<file path="src/rtl/uart_tx_pkg.sv">
package uart_tx_pkg;
    typedef enum logic [1:0] {
        ST_IDLE,
        ST_START,
        ST_DATA,
        ST_STOP
    } tx_state_e;
endpackage

</file>
<file path="src/rtl/uart_bit_timer.sv">
module uart_bit_timer #(
    parameter int RATE_W = 15
) (
    input  logic              clk,
    input  logic              rst_n,
    input  logic              restart,
    input  logic              run,
    input  logic              nco_mode,
    input  logic [RATE_W-1:0] rate,
    output logic              tick
);
    logic [RATE_W-1:0] cnt_q;
    logic [RATE_W-1:0] acc_q;
    logic [RATE_W-1:0] lim;
    logic [RATE_W:0]   sum;

    // Integer period with a floor of two clocks.
    assign lim  = (rate < RATE_W'(2)) ? RATE_W'(2) : rate;
    assign sum  = {1'b0, acc_q} + {1'b0, rate};
    assign tick = run && (nco_mode ? sum[RATE_W] : (cnt_q == lim - RATE_W'(1)));

    always_ff @(posedge clk or negedge rst_n) begin
        if (!rst_n) begin
            cnt_q <= '0;
            acc_q <= '0;
        end else if (restart) begin
            cnt_q <= '0;
            acc_q <= '0;
        end else if (run) begin
            if (nco_mode) begin
                acc_q <= sum[RATE_W-1:0];
            end else begin
                cnt_q <= tick ? '0 : cnt_q + RATE_W'(1);
            end
        end
    end

    assert_cnt_in_period_R2: assert property (@(posedge clk) disable iff (!rst_n)
        (run && !nco_mode) |-> (cnt_q < lim));

    assert_no_tick_after_restart_R3: assert property (@(posedge clk) disable iff (!rst_n)
        $past(restart) |-> !tick);
endmodule

</file>
<file path="src/rtl/uart_tx_shifter.sv">
module uart_tx_shifter #(
    parameter int DATA_W = 32,
    parameter int LEN_W  = $clog2(DATA_W)
) (
    input  logic              clk,
    input  logic              rst_n,
    input  logic              load,
    input  logic              shift,
    input  logic [DATA_W-1:0] data,
    input  logic [LEN_W-1:0]  len,
    output logic              bit_out,
    output logic              last
);
    logic [DATA_W-1:0] sh_q;
    logic [LEN_W-1:0]  idx_q;
    logic [LEN_W-1:0]  len_q;

    assign bit_out = sh_q[0];
    assign last    = (idx_q == len_q);

    always_ff @(posedge clk or negedge rst_n) begin
        if (!rst_n) begin
            sh_q  <= '0;
            idx_q <= '0;
            len_q <= '0;
        end else if (load) begin
            sh_q  <= data;
            idx_q <= '0;
            len_q <= len;
        end else if (shift && !last) begin
            sh_q  <= sh_q >> 1;
            idx_q <= idx_q + LEN_W'(1);
        end
    end

    assert_idx_within_len_R6: assert property (@(posedge clk) disable iff (!rst_n)
        idx_q <= len_q);
endmodule

</file>
<file path="src/rtl/frac_baud_uart_tx.sv">
module frac_baud_uart_tx
    import uart_tx_pkg::*;
#(
    parameter int DATA_W = 32,
    parameter int LEN_W  = $clog2(DATA_W),
    parameter int BAUD_W = 16
) (
    input  logic              clk,
    input  logic              rst_n,
    input  logic [BAUD_W-1:0] cfg_rate,
    input  logic [LEN_W-1:0]  cfg_len,
    input  logic [DATA_W-1:0] in_data,
    input  logic              in_valid,
    output logic              in_ready,
    output logic              busy,
    output logic              txd
);
    localparam int RATE_W = BAUD_W - 1;

    tx_state_e         state_q, state_d;
    logic [BAUD_W-1:0] rate_q;
    logic              accept;
    logic              tick;
    logic              bit_out;
    logic              last;
    logic              zero_addend;

    assign zero_addend = cfg_rate[BAUD_W-1] && (cfg_rate[RATE_W-1:0] == '0);
    assign accept      = in_valid && in_ready;

    // State register
    always_ff @(posedge clk or negedge rst_n) begin
        if (!rst_n) begin
            state_q <= ST_IDLE;
            rate_q  <= '0;
        end else begin
            state_q <= state_d;
            if (accept) rate_q <= cfg_rate;
        end
    end

    // Next state
    always_comb begin
        state_d = state_q;
        unique case (state_q)
            ST_IDLE:  if (accept)        state_d = ST_START;
            ST_START: if (tick)          state_d = ST_DATA;
            ST_DATA:  if (tick && last)  state_d = ST_STOP;
            ST_STOP:  if (tick)          state_d = ST_IDLE;
            default:                     state_d = ST_IDLE;
        endcase
    end

    // Outputs
    always_comb begin
        in_ready = 1'b0;
        busy     = 1'b1;
        txd      = 1'b1;
        unique case (state_q)
            ST_IDLE: begin
                in_ready = !zero_addend;
                busy     = 1'b0;
            end
            ST_START: txd = 1'b0;
            ST_DATA:  txd = bit_out;
            ST_STOP:  txd = 1'b1;
            default:  busy = 1'b0;
        endcase
    end

    uart_bit_timer #(.RATE_W(RATE_W)) u_timer (
        .clk      (clk),
        .rst_n    (rst_n),
        .restart  (accept),
        .run      (state_q != ST_IDLE),
        .nco_mode (rate_q[BAUD_W-1]),
        .rate     (rate_q[RATE_W-1:0]),
        .tick     (tick)
    );

    uart_tx_shifter #(.DATA_W(DATA_W), .LEN_W(LEN_W)) u_shift (
        .clk     (clk),
        .rst_n   (rst_n),
        .load    (accept),
        .shift   (state_q == ST_DATA && tick),
        .data    (in_data),
        .len     (cfg_len),
        .bit_out (bit_out),
        .last    (last)
    );

    assert_idle_line_high_R1: assert property (@(posedge clk) disable iff (!rst_n)
        !busy |-> txd);

    assert_start_low_R1: assert property (@(posedge clk) disable iff (!rst_n)
        $rose(busy) |-> !txd);

    assert_rate_held_R9: assert property (@(posedge clk) disable iff (!rst_n)
        (busy && $past(busy)) |-> $stable(rate_q));

    assert_zero_addend_blocked_R8: assert property (@(posedge clk) disable iff (!rst_n)
        zero_addend |-> !in_ready);

    assert_ready_only_idle_R7: assert property (@(posedge clk) disable iff (!rst_n)
        in_ready |-> !busy);
endmodule

</file>
<file path="config.mk">
export PLATFORM = sky130hd
export DESIGN_NAME = frac_baud_uart_tx
export DESIGN_NICKNAME = d
export VERILOG_FILES = /design/src/rtl/uart_tx_pkg.sv /design/src/rtl/uart_bit_timer.sv /design/src/rtl/uart_tx_shifter.sv /design/src/rtl/frac_baud_uart_tx.sv
export SDC_FILE = /design/constraint.sdc
export NUM_CORES = 1
export LEC_CHECK = 0
export ABC_AREA = 1
export CORE_MARGIN = 2
export CORE_UTILIZATION = 55
export CTS_BUF_LIST = sky130_fd_sc_hd__clkbuf_8 sky130_fd_sc_hd__clkbuf_16
export DETAILED_ROUTE_END_ITERATION = 10
export HOLD_SLACK_MARGIN = 0.08
export PLACE_DENSITY = 0.86
export SETUP_SLACK_MARGIN = 0.3
export SLEW_MARGIN = 20
export SYNTH_ARGS = -nofsm -noshare
export SYNTH_HDL_FRONTEND = slang
export SYNTH_SLANG_ARGS = --single-unit
</file>
<file path="constraint.sdc">
create_clock -name clk -period 3.1 [get_ports clk]
set_input_delay 0.93 -clock clk [delete_from_list [all_inputs] [get_ports clk]]
set_output_delay 0.93 -clock clk [all_outputs]
set_load 0.1 [all_outputs]
</file>
==> run summary <==
GRT
--------------------------------------------------------------------------------------------------
Initial antenna violation count                                                                  0
Final global-route overflow total                                                                0
Largest net degree at the start of global routing                                               51
First-pass GRT wire length                                                                24200 um
Global routing usage summed across all routing layers                                        27.0%
Vias in the first global route                                                                5309

ROUTE
--------------------------------------------------------------------------------------------------
DR WL/cell                                                                                 15.4 um
Remaining number of nets flagged by the antenna check after routing                              0
Final Routed Wirelength                                                                   15500 um
Detail-routed via count per cell                                                              5.62
Total number of vias                                                                          5638
DRC errors left                                                                                  0
Detailed Routing Iterations Pass 1                                                               5
Drt initial violations                                                                         446

POWER AND IR DROP
--------------------------------------------------------------------------------------------------
Proportion of power drawn by the clock network                                               11.0%
Net switching power of the design                                                        0.00350 W
Cell internal pwr                                                                        0.00375 W
Switching share of power                                                                     48.3%
Logic gate share of total power                                                              61.5%
Peak VDD IR                                                                               0.548 mV
Sequential power share                                                                       27.4%
P per Cell Area                                                                        1010 mW/mm2
PnR Total Power                                                                          0.00725 W
Leakage power of the design                                                                3.69 nW

CRITICAL PATH
--------------------------------------------------------------------------------------------------
Crit. End Element                                                                        flip-flop
Largest fanout on the critical path                                                              8
Signal arrival time at the worst endpoint                                                  3.23 ns
Sort of element at the start of the critical path                                        flip-flop
Type of the worst setup path                                                          flip-flop to flip-flop
Required time of the worst setup path                                                      3.42 ns

SYNTH
--------------------------------------------------------------------------------------------------
Synth Flop Type                                                                            dfrtp_1
Number of standard cells after synthesis                                                       772
Total of warnings raised by yosys                                                                0
EDFF count, synth                                                                                0
Post-synthesis sequential area ratio                                                         40.3%
Syn_nets                                                                                       852
Fraction of registers with async set/reset                                                    100%
Average footprint of a synthesized cell                                                   7.25 um2
Cell area after synthesis                                                              0.00559 mm2
Flip-flop and latch count after synthesis                                                       90
Library cells used by synthesis                                                                 38

TIMING
--------------------------------------------------------------------------------------------------
Final hold violation count                                                                       0
Final period demand of the worst path                                                      2.91 ns
Actual slew at the worst max-slew pin                                                     0.557 ns
Final Cycle Share                                                                            93.9%
Tightest slew margin relative to the limit                                                   62.9%
Clock skew after layout                                                                  0.0185 ns
Sum of negative setup slack                                                                   0 ns
Unrepaired setup endpoints after global routing                                               true
Setup violations, final                                                                          0
Highest clock rate                                                                         344 MHz
Max Transition Viols Final                                                                       0

CLOCK NETWORK
--------------------------------------------------------------------------------------------------
Number of CTS-inserted buffers                                                                   9
Largest buffer count on any clock path                                                           2
Clock tree from TritonCTS                                                                      yes
H-tree Lvls                                                                                      3
Clock latency on the worst-skew pair                                                       0.38 ns
CTS Root Buffer Type                                                                      clkbuf_8
Clock transition time at the flip-flop clock pins of the worst setup and hold paths        0.09 ns
Number of clock sinks                                                                           90
CTS Hold Buffers Added                                                                           0

DIE
--------------------------------------------------------------------------------------------------
Site Rows                                                                                       36
Die ar.                                                                                 0.0110 mm2
Starting density of the core                                                                 57.0%
Die Ht                                                                                      105 um
Placeable core region                                                                  0.00982 mm2
I/O pins                                                                                        59
Width of the die                                                                            105 um

WORST HOLD PATH
--------------------------------------------------------------------------------------------------
Class of the tightest hold or removal check                                           flip-flop to flip-flop

OUTCOME
--------------------------------------------------------------------------------------------------
Status                                                                                finished clean

FINISH
--------------------------------------------------------------------------------------------------
Fraction of final layout cells sized beyond drive strength 1                                 17.3%
Number of nets in the finished design                                                          947
Layout area overhead                                                                         28.8%
Most common cell after layout, fill and taps aside                                         nand2_1
Number of diodes added for antenna fixing                                                        0
Highest-count cells in the layout ignoring fill and taps                              279 x nand2_1, 90 x dfrtp_1, 60 x nand3_1

PLACED DESIGN
--------------------------------------------------------------------------------------------------
Number of buffer cells added on primary ports                                                   58
Weighted congestion at the end of routability-driven global placement                        0.893
Half-perimeter wire length after detailed placement                                       10100 um

FLOW RUN
--------------------------------------------------------------------------------------------------
Maximum capacitance violations                                                                   0

critical path, stage by stage (launching register included):
cell       delay [ns]
dfrtp_1          0.44
nor2_2           0.17
nand2_2          0.10
nor2_4           0.11
nand2_2          0.07
nand2_2          0.09
ha_4             0.16
nand3_4          0.12
nor3_4           0.22
xnor2_2          0.15
nor2_1           0.08
a21oi_1          0.14
nand3_1          0.10
nor2_2           0.12
nand2_1          0.07
nand2_2          0.12
nand4_4          0.14
nand2_4          0.17
clkbuf_16        0.17
nand2_1          0.06
nand2_1          0.06
cell families after synthesis:
family / after synthesis / synth area share, %
AND/OR/NAND/NOR: 454 / 33.6
flip-flops: 90 / 40.3
AO/OA/AOI/OAI: 85 / 8.25
buffers and inverters: 82 / 6.35
XOR/XNOR: 37 / 6.06
adder cells (fa/ha/maj): 24 / 5.50
state kept, by name (all words and copies together), names as in the netlist:
register,cells
rate_q,16
state_q,2
u_shift.idx_q,5
u_shift.len_q,5
u_shift.sh_q,32
u_timer.acc_q,15
u_timer.cnt_q,15
power by group through the flow:
stage / registers [W] / logic, W / clock network (W)
2_1_floorplan: 0.00194 / 0.00261 / 0
3_3_place_gp: 0.00195 / 0.00357 / 0
3_5_place_dp: 0.00197 / 0.00375 / 0
4_1_cts: 0.00195 / 0.00395 / 0.000801
5_1_grt: 0.00203 / 0.00488 / 0.000854
6_report: 0.00199 / 0.00446 / 0.000801
per-layer routing:
layer  vias up  track usage, %  routed length (um)
met5         -               0                   0
met4         0            13.5                 648
met3        65            5.80                1120
met2       272            44.7                7510
met1      2627            33.3                6190
li1       2674               -                   -
timing repair:
item / CTS / global route
gates cloned: 1 / 2
pin swaps: 16 / 23
endpoints found under the setup margin: 55 / 56
gates resized for setup: 73 / 84
setup buffers: 4 / 7
cell type report:
type                            count  area (um2)
Inverter                           55         206
Clock inverter                      6        60.1
Multi-Input combinational cell    600        3300
Clock buffer                        9         124
Sequential cell                    90        2250
Tap cell                          133         166
Timing Repair Buffer              111        1100
Fill cell                         707        2610
metrics by stage:
step / worst slack (ns) / std cells / hold WS [ns] / instance area (um2) / utilization (%)
after global placement: -0.0900 / 975 / 0.471 / 6570 / 66.9
after floorplan: 0.322 / 772 / 0.453 / 5600 / -
after detailed placement: -0.0905 / 975 / 0.477 / 6570 / 66.9
after global routing: 0.00506 / 1004 / 0.522 / 7210 / 73.4
after CTS: 0.280 / 995 / 0.497 / 6870 / 70.0
final: 0.191 / 1004 / 0.497 / 7210 / 73.4
path summary, 6_finish.rpt:
| kind | cells after the start | startpoint | slack (ns) | to |
|---|---|---|---|---|
| setup / recovery | 20 | rate_q[5] | 0.19 | u_shift.sh_q[19] |
| hold reg to reg | 2 | u_timer.acc_q[14] | 0.50 | u_timer.acc_q[14] |
| min in group asynchronous | 1 | rst_n | 0.54 | rate_q[3] |
| hold / removal | 2 | u_timer.acc_q[14] | 0.50 | u_timer.acc_q[14] |
| setup reg to reg | 20 | rate_q[5] | 0.19 | u_shift.sh_q[19] |
| max in group asynchronous | 2 | rst_n | 1.92 | u_shift.sh_q[0] |
cells in the mapped netlist, types with 2 or more instances:
cell      count  area [um2]
nand4_1       7        43.8
a21oi_1      23         115
or2_2         2        12.5
nand2_1     305        1140
ha_1         23         288
buf_4         3        22.5
o31ai_1       4        30.0
nor4_1        2        12.5
buf_1         2        7.51
clkbuf_1     13        48.8
buf_6         4        45.0
nor3_1        9        45.0
a22o_1        2        17.5
nor2_1       49         184
dfrtp_1      90        2250
buf_2         5        25.0
inv_1        54         203
a31oi_1       3        18.8
xor2_1       24         210
nor2_2        4        25.0
o21ai_0      48         240
nand3_2       2        20.0
xnor2_1      12         105
nand2_2       2        12.5
nand3_1      67         335
No activity file was read; power rests on OpenSTA's default activity.
